**config.mk**
```make
export PLATFORM = sky130hd
export DESIGN_NAME = irq_grp_top
export DESIGN_NICKNAME = d
export VERILOG_FILES = /design/src/rtl/irq_grp_pkg.sv /design/src/rtl/irq_grp_decode.sv /design/src/rtl/irq_grp_access.sv /design/src/rtl/irq_grp_status.sv /design/src/rtl/irq_grp_mask.sv /design/src/rtl/irq_grp_top.sv
export SDC_FILE = /design/constraint.sdc
export NUM_CORES = 1
export LEC_CHECK = 0
export ABC_AREA = 1
export CAP_MARGIN = 20
export CORE_UTILIZATION = 18
export DETAILED_ROUTE_END_ITERATION = 7
export PLACE_DENSITY = 0.84
export SYNTH_ARGS = -nofsm -noshare
export SYNTH_HDL_FRONTEND = slang
export SYNTH_SLANG_ARGS = --single-unit
export TNS_END_PERCENT = 20
```
**constraint.sdc**
```tcl
create_clock -name clk -period 0.8 [get_ports clk]
set_input_delay 0.16 -clock clk [delete_from_list [all_inputs] [get_ports clk]]
set_output_delay 0.16 -clock clk [all_outputs]
set_load 0.02 [all_outputs]
```
**src/rtl/irq_grp_pkg.sv**
```systemverilog
package irq_grp_pkg;

    localparam int unsigned OFS_STATUS  = 32'h00;
    localparam int unsigned OFS_MASK    = 32'h04;
    localparam int unsigned OFS_UNMASK  = 32'h08;
    localparam int unsigned OFS_DOMASK  = 32'h0C;

    typedef enum logic [0:0] {
        ACC_IDLE  = 1'b0,
        ACC_RDATA = 1'b1
    } acc_state_e;

    typedef enum logic [2:0] {
        RSEL_NONE   = 3'd0,
        RSEL_STATUS = 3'd1,
        RSEL_MASK   = 3'd2,
        RSEL_UNMASK = 3'd3,
        RSEL_DOMASK = 3'd4
    } reg_sel_e;

endpackage

```
**src/rtl/irq_grp_decode.sv**
```systemverilog
module irq_grp_decode
    import irq_grp_pkg::*;
#(
    parameter int unsigned ADDR_W = 8
) (
    input  logic [ADDR_W-1:0] addr,
    output reg_sel_e          rsel
);

    localparam int unsigned WORD_W = ADDR_W - 2;

    logic              aligned;
    logic [WORD_W-1:0] word;

    assign aligned = (addr[1:0] == 2'b00);
    assign word    = addr[ADDR_W-1:2];

    always_comb begin
        rsel = RSEL_NONE;
        if (aligned) begin
            if (word == WORD_W'(OFS_STATUS >> 2))      rsel = RSEL_STATUS;
            else if (word == WORD_W'(OFS_MASK >> 2))   rsel = RSEL_MASK;
            else if (word == WORD_W'(OFS_UNMASK >> 2)) rsel = RSEL_UNMASK;
            else if (word == WORD_W'(OFS_DOMASK >> 2)) rsel = RSEL_DOMASK;
        end
    end

endmodule

```
**src/rtl/irq_grp_access.sv**
```systemverilog
module irq_grp_access
    import irq_grp_pkg::*;
#(
    parameter int unsigned DATA_W  = 32,
    parameter int unsigned NUM_SRC = 1
) (
    input  logic               clk,
    input  logic               rst_n,
    input  logic               bus_sel,
    input  logic               bus_wr,
    input  reg_sel_e           rsel,
    input  logic [NUM_SRC-1:0] status,
    input  logic [NUM_SRC-1:0] mask,
    output logic               wr_status,
    output logic               wr_unmask,
    output logic               wr_domask,
    output logic [DATA_W-1:0]  rdata,
    output logic               rvalid
);

    acc_state_e       state_q, state_d;
    logic [DATA_W-1:0] rd_mux;
    logic              rd_req;

    assign rd_req = bus_sel && !bus_wr;

    always_comb begin
        wr_status = 1'b0;
        wr_unmask = 1'b0;
        wr_domask = 1'b0;
        if (bus_sel && bus_wr) begin
            unique case (rsel)
                RSEL_STATUS: wr_status = 1'b1;
                RSEL_UNMASK: wr_unmask = 1'b1;
                RSEL_DOMASK: wr_domask = 1'b1;
                default:     ;
            endcase
        end
    end

    always_comb begin
        rd_mux = '0;
        unique case (rsel)
            RSEL_STATUS: rd_mux[NUM_SRC-1:0] = status;
            RSEL_MASK:   rd_mux[NUM_SRC-1:0] = mask;
            default:     rd_mux = '0;
        endcase
    end

    always_comb begin
        state_d = state_q;
        unique case (state_q)
            ACC_IDLE:  if (rd_req) state_d = ACC_RDATA;
            ACC_RDATA: state_d = rd_req ? ACC_RDATA : ACC_IDLE;
            default:   state_d = ACC_IDLE;
        endcase
    end

    always_ff @(posedge clk) begin
        if (!rst_n) state_q <= ACC_IDLE;
        else        state_q <= state_d;
    end

    always_ff @(posedge clk) begin
        if (!rst_n)      rdata <= '0;
        else if (rd_req) rdata <= rd_mux;
        else             rdata <= '0;
    end

    assign rvalid = (state_q == ACC_RDATA);

    a_r12_rvalid_after_read: assert property (@(posedge clk) disable iff (!rst_n)
        rvalid |-> $past(bus_sel && !bus_wr));

    a_r12_read_gives_rvalid: assert property (@(posedge clk) disable iff (!rst_n)
        (bus_sel && !bus_wr) |=> rvalid);

    a_r10_one_write_strobe: assert property (@(posedge clk) disable iff (!rst_n)
        $onehot0({wr_status, wr_unmask, wr_domask}));

    a_r11_no_write_when_read: assert property (@(posedge clk) disable iff (!rst_n)
        !bus_wr |-> !(wr_status || wr_unmask || wr_domask));

endmodule

```
**src/rtl/irq_grp_status.sv**
```systemverilog
module irq_grp_status #(
    parameter int unsigned NUM_SRC = 1
) (
    input  logic               clk,
    input  logic               rst_n,
    input  logic               wr_clr,
    input  logic [NUM_SRC-1:0] wdata,
    input  logic [NUM_SRC-1:0] src_set,
    output logic [NUM_SRC-1:0] status
);

    for (genvar i = 0; i < NUM_SRC; i++) begin : g_bit
        always_ff @(posedge clk) begin
            if (!rst_n)                 status[i] <= 1'b0;
            else if (src_set[i])        status[i] <= 1'b1;
            else if (wr_clr && wdata[i]) status[i] <= 1'b0;
        end

        a_r5_set_wins: assert property (@(posedge clk) disable iff (!rst_n)
            src_set[i] |=> status[i]);

        a_r4_w1c_clears: assert property (@(posedge clk) disable iff (!rst_n)
            (wr_clr && wdata[i] && !src_set[i]) |=> !status[i]);

        a_r3_sticky: assert property (@(posedge clk) disable iff (!rst_n)
            (status[i] && !(wr_clr && wdata[i])) |=> status[i]);
    end

endmodule

```
**src/rtl/irq_grp_mask.sv**
```systemverilog
module irq_grp_mask #(
    parameter int unsigned NUM_SRC = 1
) (
    input  logic               clk,
    input  logic               rst_n,
    input  logic               wr_unmask,
    input  logic               wr_domask,
    input  logic [NUM_SRC-1:0] wdata,
    output logic [NUM_SRC-1:0] mask
);

    for (genvar i = 0; i < NUM_SRC; i++) begin : g_bit
        always_ff @(posedge clk) begin
            if (!rst_n)                     mask[i] <= 1'b1;
            else if (wr_domask && wdata[i]) mask[i] <= 1'b1;
            else if (wr_unmask && wdata[i]) mask[i] <= 1'b0;
        end

        a_r6_unmask_clears: assert property (@(posedge clk) disable iff (!rst_n)
            (wr_unmask && wdata[i]) |=> !mask[i]);

        a_r7_domask_sets: assert property (@(posedge clk) disable iff (!rst_n)
            (wr_domask && wdata[i]) |=> mask[i]);
    end

    a_r8_mask_only_by_command: assert property (@(posedge clk) disable iff (!rst_n)
        !(wr_unmask || wr_domask) |=> $stable(mask));

endmodule

```
**src/rtl/irq_grp_top.sv**
```systemverilog
module irq_grp_top
    import irq_grp_pkg::*;
#(
    parameter int unsigned ADDR_W  = 8,
    parameter int unsigned DATA_W  = 32,
    parameter int unsigned NUM_SRC = 1
) (
    input  logic               clk,
    input  logic               rst_n,
    input  logic               bus_sel,
    input  logic               bus_wr,
    input  logic [ADDR_W-1:0]  bus_addr,
    input  logic [DATA_W-1:0]  bus_wdata,
    output logic [DATA_W-1:0]  bus_rdata,
    output logic               bus_rvalid,
    input  logic [NUM_SRC-1:0] src_set,
    output logic               irq
);

    reg_sel_e           rsel;
    logic               wr_status, wr_unmask, wr_domask;
    logic [NUM_SRC-1:0] status, mask;

    irq_grp_decode #(.ADDR_W(ADDR_W)) u_decode (
        .addr (bus_addr),
        .rsel (rsel)
    );

    irq_grp_access #(.DATA_W(DATA_W), .NUM_SRC(NUM_SRC)) u_access (
        .clk       (clk),
        .rst_n     (rst_n),
        .bus_sel   (bus_sel),
        .bus_wr    (bus_wr),
        .rsel      (rsel),
        .status    (status),
        .mask      (mask),
        .wr_status (wr_status),
        .wr_unmask (wr_unmask),
        .wr_domask (wr_domask),
        .rdata     (bus_rdata),
        .rvalid    (bus_rvalid)
    );

    irq_grp_status #(.NUM_SRC(NUM_SRC)) u_status (
        .clk     (clk),
        .rst_n   (rst_n),
        .wr_clr  (wr_status),
        .wdata   (bus_wdata[NUM_SRC-1:0]),
        .src_set (src_set),
        .status  (status)
    );

    irq_grp_mask #(.NUM_SRC(NUM_SRC)) u_mask (
        .clk       (clk),
        .rst_n     (rst_n),
        .wr_unmask (wr_unmask),
        .wr_domask (wr_domask),
        .wdata     (bus_wdata[NUM_SRC-1:0]),
        .mask      (mask)
    );

    assign irq = |(status & ~mask);

    a_r1_masked_after_reset: assert property (@(posedge clk)
        $rose(rst_n) |-> (!irq && (&mask)));

    a_r2_irq_drops_on_domask: assert property (@(posedge clk) disable iff (!rst_n)
        (wr_domask && (&bus_wdata[NUM_SRC-1:0]) && !(|src_set)) |=> !irq);

endmodule

```
==> summary.txt, run 1 <==
Synthesis
  • Top-count cell post-synth: buf_4
  • Register bit total from synthesis: 4
  • Post-synth top cells: buf_4, inv_1, nand2_1, nor2_1, dfxtp_1
  • Cell taking the most area after synthesis: buf_4
  • Synth Warn #: 0
  • Avg Inst Size Synth: 7.150 sq um
  • Post-synth top flop: dfxtp_1
  • Library cells used by synthesis: 15
  • Cells after Synth: 63
  • Post-synth EDFFs: 0
  • Synth top area share: 0.5167
  • Sequential area share after synthesis: 0.1778
  • Post-synth ARST share: 0
  • Top post-synthesis cells by area: buf_4, dfxtp_1, inv_1
  • Synthesized area: 450.4 sq um

STA
  • PnR worst setup slack: -0.1586 ns
  • Unrepaired setup endpoints after global routing: true
  • Worst-case clock skew: 0.001796 ns
  • Pins Over Slew Limit: 0
  • Tmin final: 0.9586 ns
  • Period Utilization, post-route: 1.198
  • # setup viols final: 6
  • Setup_tns: -0.5301 ns
  • Final Hold Violating Endpoints: 0
  • Max Fclk: 1.043 GHz

Power and ir drop
  • Int Power: 0.4588 mW
  • Gate power share: 0.361
  • Clock network fraction of design power: 0.342
  • Total Power: 0.7093 mW
  • Switching pwr: 0.2505 mW
  • Reg power frac: 0.297
  • Power density cells: 1148 nW/um^2
  • Leakage: 0.3614 nW
  • Maximum VDD drop: 684.5 uV
  • Switching fraction of total power: 0.3532

Setup path
  • CP Cell Sequence: inv_2 -> nor2_4 -> buf_6
  • Largest stage delay on the critical path: 0.32 ns
  • Critical setup path kind: reg2out
  • Reg2Reg Depth: 5
  • RR Endpoint: u_access.rdata[0]
  • Startpoint Class: register
  • Reg2reg start: u_status.status
  • Required time of the critical path: 0.64 ns
  • CP Max Fanout: 2
  • Worst reg-to-reg setup slack: -0.10 ns
  • Crit path capture type: output port
  • Slowest cell on crit path: dfxtp_2
  • Worst Path Arrival: 0.80 ns

Detailed routing
  • Wire length per cell: 6.842 um
  • DRC viols: 0
  • M1 WL: 286 um
  • Met3 Wirelength: 129 um
  • Drt total wl: 780 um
  • DR top layer: met3
  • Routed wl met2: 365 um
  • DR vias: 344
  • DR vias/cell: 3.018
  • Pre-antenna DRT Iters: 4
  • Antenna viol nets, final: 0
  • Iteration-0 DRC Markers: 5

Clocking
  • CTS buffer count: 3
  • CTS clk-pin slew, worst paths: 0.03 ns
  • CTS root buffer: clkbuf_4
  • Worst skew pair latency: 0.23 ns
  • Clock sink count: 4
  • Bufs on Longest Clock Path: 2
  • Maximum level of the CTS H-tree: 1
  • TritonCTS clock tree: yes

Floorplanning
  • Initial Util: 0.1979
  • CORE AREA: 2276 sq um
  • Die height: 52.03 um
  • FP Rows: 17
  • Die width: 52.03 um
  • Ports: 79
  • Full die area: 2707 sq um

GRT
  • Initial antenna violation count: 0
  • Total GRT Usage: 0.06239
  • First-pass GRT wire length: 1076 um
  • Pin count of the biggest net entering global routing: 5
  • GRT overflow: 0
  • Vias in the first global route: 273

Placement
  • Placed cells: 110
  • Dpl hpwl: 652.6 um
  • Setup WS pre-CTS: -0.4686 ns
  • PortBufs: 16
  • Routability cong.: 0.6829

Cells and area
  • Nets: 133
  • Area Growth Syn to Fin: 37.22%
  • Layout cells sized above 1: 0.2558
  • N_diodes: 0
  • Final Non-Filler Cells: 114

Min path
  • Hold path startpoint: bus_addr[0]
  • Hold Path Sink: u_mask.mask
  • Min-Delay Path Depth: 6
  • Worst min path class: in2reg

Outcome
  • Failing checks: setup timing
  • Status: complete, but fails checks

Job
  • Maxcap violations: 0
==> worst max-delay path by stage <==
stage                     from          end  slack (ns)  depth (start not counted)
6_report       u_status.status          irq       -0.16                          3
2_1_floorplan      bus_addr[1]  u_mask.mask       0.003                          5
3_5_place_dp       bus_addr[1]  u_mask.mask       -0.47                          6
3_3_place_gp   u_status.status          irq       -0.45                          3
4_1_cts        u_status.status          irq       -0.20                          3
5_1_grt        u_status.status          irq       -0.21                          3
==> power groups by stage <==
stage | clock (mW) | combinational, mW | sequential, mW
floorplan | 0 | 0.271 | 0.214
global placement | 0 | 0.245 | 0.212
detailed placement | 0 | 0.246 | 0.211
CTS | 0.260 | 0.255 | 0.210
global route | 0.290 | 0.278 | 0.210
finish | 0.243 | 0.256 | 0.211
==> critical path, delay by kind of cell, from the launching register on <==
kind | cells | cell delay [ns]
DFF | 1 | 0.32
buffers and inverters | 2 | 0.17
and+or+nand+nor | 1 | 0.08
==> area by class of cell <==
cell class / count / area, sq um
fill: 253 / 1658
multi-input combinational: 52 / 240.2
timing repair buffer: 21 / 214.0
sequential: 4 / 83.83
tap: 28 / 35.03
clock buffer: 3 / 22.52
inverter: 6 / 22.52
==> cell families (layout without fill, tap and decap cells) <==
group,count (synthesis),after routing,share of synthesized area
other cells,1,31,0.008325
simple gates,19,19,0.2250
buf+inv,37,30,0.5667
flops,4,4,0.1778
compound gates,2,2,0.02220
==> per-stage QoR <==
step / utilization / hold WS [ns] / cell area [sq um]
after detailed placement: 0.2441 / 0.4451 / 555.5
after floorplan: - / 0.2390 / 563.0
after global routing: 0.2716 / 0.3629 / 618.1
after CTS: 0.2639 / 0.4552 / 600.6
final: 0.2716 / 0.3437 / 618.1
after global placement: 0.2441 / 0.4465 / 555.5
==> routing by layer <==
metal | vias to the layer above | track usage
met3 | 0 | 0.06140
met2 | 30 | 0.09615
met4 | 0 | 0.01351
met5 | - | 0
met1 | 139 | 0.05893
li1 | 175 | -
==> what timing repair did <==
action,in CTS,in global routing
setup endpoints to repair,6,6
hold endpoints to repair,0,0
pin swaps,4,6
hold buffers,0,0
gates resized for setup,25,7
buffers inserted,1,0
==> state kept, by name, indices dropped and copies added, names as in the netlist <==
register and flops:
u_access.rdata 1, u_access.rvalid 1, u_mask.mask 1, u_status.status 1
==> layout by cell type, fill, tap and decap left out, drive strengths merged <==
master / netlist / final
nand4: 1 / 1
o21ai: 1 / 1
dfxtp: 4 / 4
nor2: 6 / 6
conb: 1 / 31
clkdlybuf4s50: 0 / 8
or2: 1 / 1
nand2: 6 / 6
inv: 6 / 6
a21oi: 1 / 1
dlymetal6s2s: 0 / 5
nand3: 4 / 4
clkbuf: 0 / 3
and3: 1 / 1
buf: 31 / 8
(Power assumes the default switching activity.)
==> inputs of run 2 (changes only) <==
--- a/config.mk
+++ b/config.mk
@@ -10,6 +10,7 @@
 export CORE_UTILIZATION = 18
 export DETAILED_ROUTE_END_ITERATION = 7
 export PLACE_DENSITY = 0.84
+export SKIP_CTS_REPAIR_TIMING = 1
 export SYNTH_ARGS = -nofsm -noshare
 export SYNTH_HDL_FRONTEND = slang
 export SYNTH_SLANG_ARGS = --single-unit
==> summary.txt, run 2 (synthesis gave the netlist of run 1 again) <==
Cells and area
  • Fillers: 253
  • Layout cells sized above 1: 0.2558
  • Nets: 133
  • Most frequent cells in the layout: conb_1, clkdlybuf4s50_1, dlymetal6s2s_1
  • Area Growth Syn to Fin: 37.78%
  • Final core utilization: 0.2727
  • Commonest non-fill, non-tap cell in the layout: conb_1
  • Register area: 83.83 sq um
  • Area occupied by multi-input gates: 240.2 sq um
  • N_diodes: 0
  • Final Non-Filler Cells: 114

Setup path
  • CP Cell Sequence: inv_2 -> nor2_4 -> buf_6
  • Worst Path Arrival: 0.82 ns
  • Critical Path Stages: 3
  • Largest stage delay on the critical path: 0.32 ns
  • Cell family with most CP delay: flip-flops
  • Reg2Reg Depth: 5
  • CP Max Fanout: 2
  • WP buf/inv: 2
  • Crit path capture type: output port
  • Required time of the critical path: 0.64 ns
  • Critical setup path kind: reg2out
  • Slowest cell on crit path: dfxtp_2
  • Startpoint Class: register

Detailed routing
  • M1 WL: 287 um
  • Wire length per cell: 7.061 um
  • Met3 Wirelength: 128 um
  • DR vias: 346
  • Pre-antenna DRT Iters: 4
  • Iteration-0 DRC Markers: 6
  • DRC viols: 0
  • Routed wl met2: 390 um
  • Antenna viol nets, final: 0
  • DR top layer: met3
  • Drt total wl: 805 um
  • DR vias/cell: 3.035

Clocking
  • TritonCTS clock tree: yes
  • CTS buffer count: 3
  • Worst skew pair latency: 0.23 ns
  • CTS clk-pin slew, worst paths: 0.03 ns
  • Bufs on Longest Clock Path: 2
  • CTS root buffer: clkbuf_4
  • Clock sink count: 4
  • Maximum level of the CTS H-tree: 1

Floorplanning
  • Initial Util: 0.1979
  • Die width: 52.03 um
  • CORE AREA: 2276 sq um
  • Ports: 79
  • FP Rows: 17
  • Die height: 52.03 um
  • Full die area: 2707 sq um

GRT
  • Initial antenna violation count: 0
  • GRT overflow: 0
  • Pin count of the biggest net entering global routing: 5
  • Vias in the first global route: 267
  • Total GRT Usage: 0.06118
  • First-pass GRT wire length: 1048 um

Power and ir drop
  • Total Power: 0.7089 mW
  • Maximum VDD drop: 684.4 uV
  • Leakage: 0.3708 nW
  • Power density cells: 1142 nW/um^2

STA
  • Unrepaired setup endpoints after global routing: true
  • Period Utilization, post-route: 1.225
  • # setup viols final: 6
  • Setup_tns: -0.5583 ns
  • Max Fclk: 1.020 GHz
  • PnR worst setup slack: -0.1800 ns
  • Final Hold Violating Endpoints: 0
  • Worst-case clock skew: 0.001823 ns
  • Tmin final: 0.9800 ns
  • Pins Over Slew Limit: 0

Placement
  • Routability cong.: 0.6829
  • Dpl hpwl: 652.6 um
  • Placed cells: 110
  • Setup WS pre-CTS: -0.4686 ns
  • PortBufs: 16

Min path
  • Min-Delay Path Depth: 6
  • Worst min path class: in2reg

Job
  • Maxcap violations: 0

Outcome
  • Status: complete, but fails checks
  • Failing checks: setup timing
-- run 2: report_power, final --
part	switching [mW]	leakage (nW)	internal, mW
Combinational	0.173	0.323	0.0833
Clock	0.0753	0.0138	0.167
Sequential	0.00294	0.0338	0.208
Total	0.251	0.371	0.458
-- run 2: cell type report --
cell class | instances | share of cell area
inverter | 6 | 0.03629
timing repair buffer | 21 | 0.3488
clock buffer | 3 | 0.03629
sequential | 4 | 0.1351
tap | 28 | 0.05645
multi-input combinational | 52 | 0.3871
-- run 2: stage by stage --
stage | instance area, sq um | hold slack (ns)
floorplan | 563.0 | 0.2390
global placement | 555.5 | 0.4465
detailed placement | 555.5 | 0.4451
CTS | 578.1 | 0.4510
global route | 620.6 | 0.3561
finish | 620.6 | 0.3453
-- run 2: tightest hold or removal path, cell delays in order --
cell and delay [ns]:
dlymetal6s2s_1 0.08, or2_4 0.12, nor2_4 0.04, nand3_2 0.04, nand2_1 0.04, nand3_1 0.06
-- run 2: metal layers --
metal / vias up / global-route usage
met3: 0 / 0.06140
met5: - / 0
met2: 30 / 0.09188
met1: 141 / 0.05893
met4: 0 / 0.01351
li1: 175 / -
-- run 2: worst paths after layout --
check / endpoint / slack, ns / startpoint
hold reg to reg: u_status.status / 0.45 / u_status.status
setup / recovery: irq / -0.18 / u_status.status
hold / removal: u_mask.mask / 0.35 / bus_addr[1]
setup reg to reg: u_access.rdata[0] / -0.11 / u_status.status
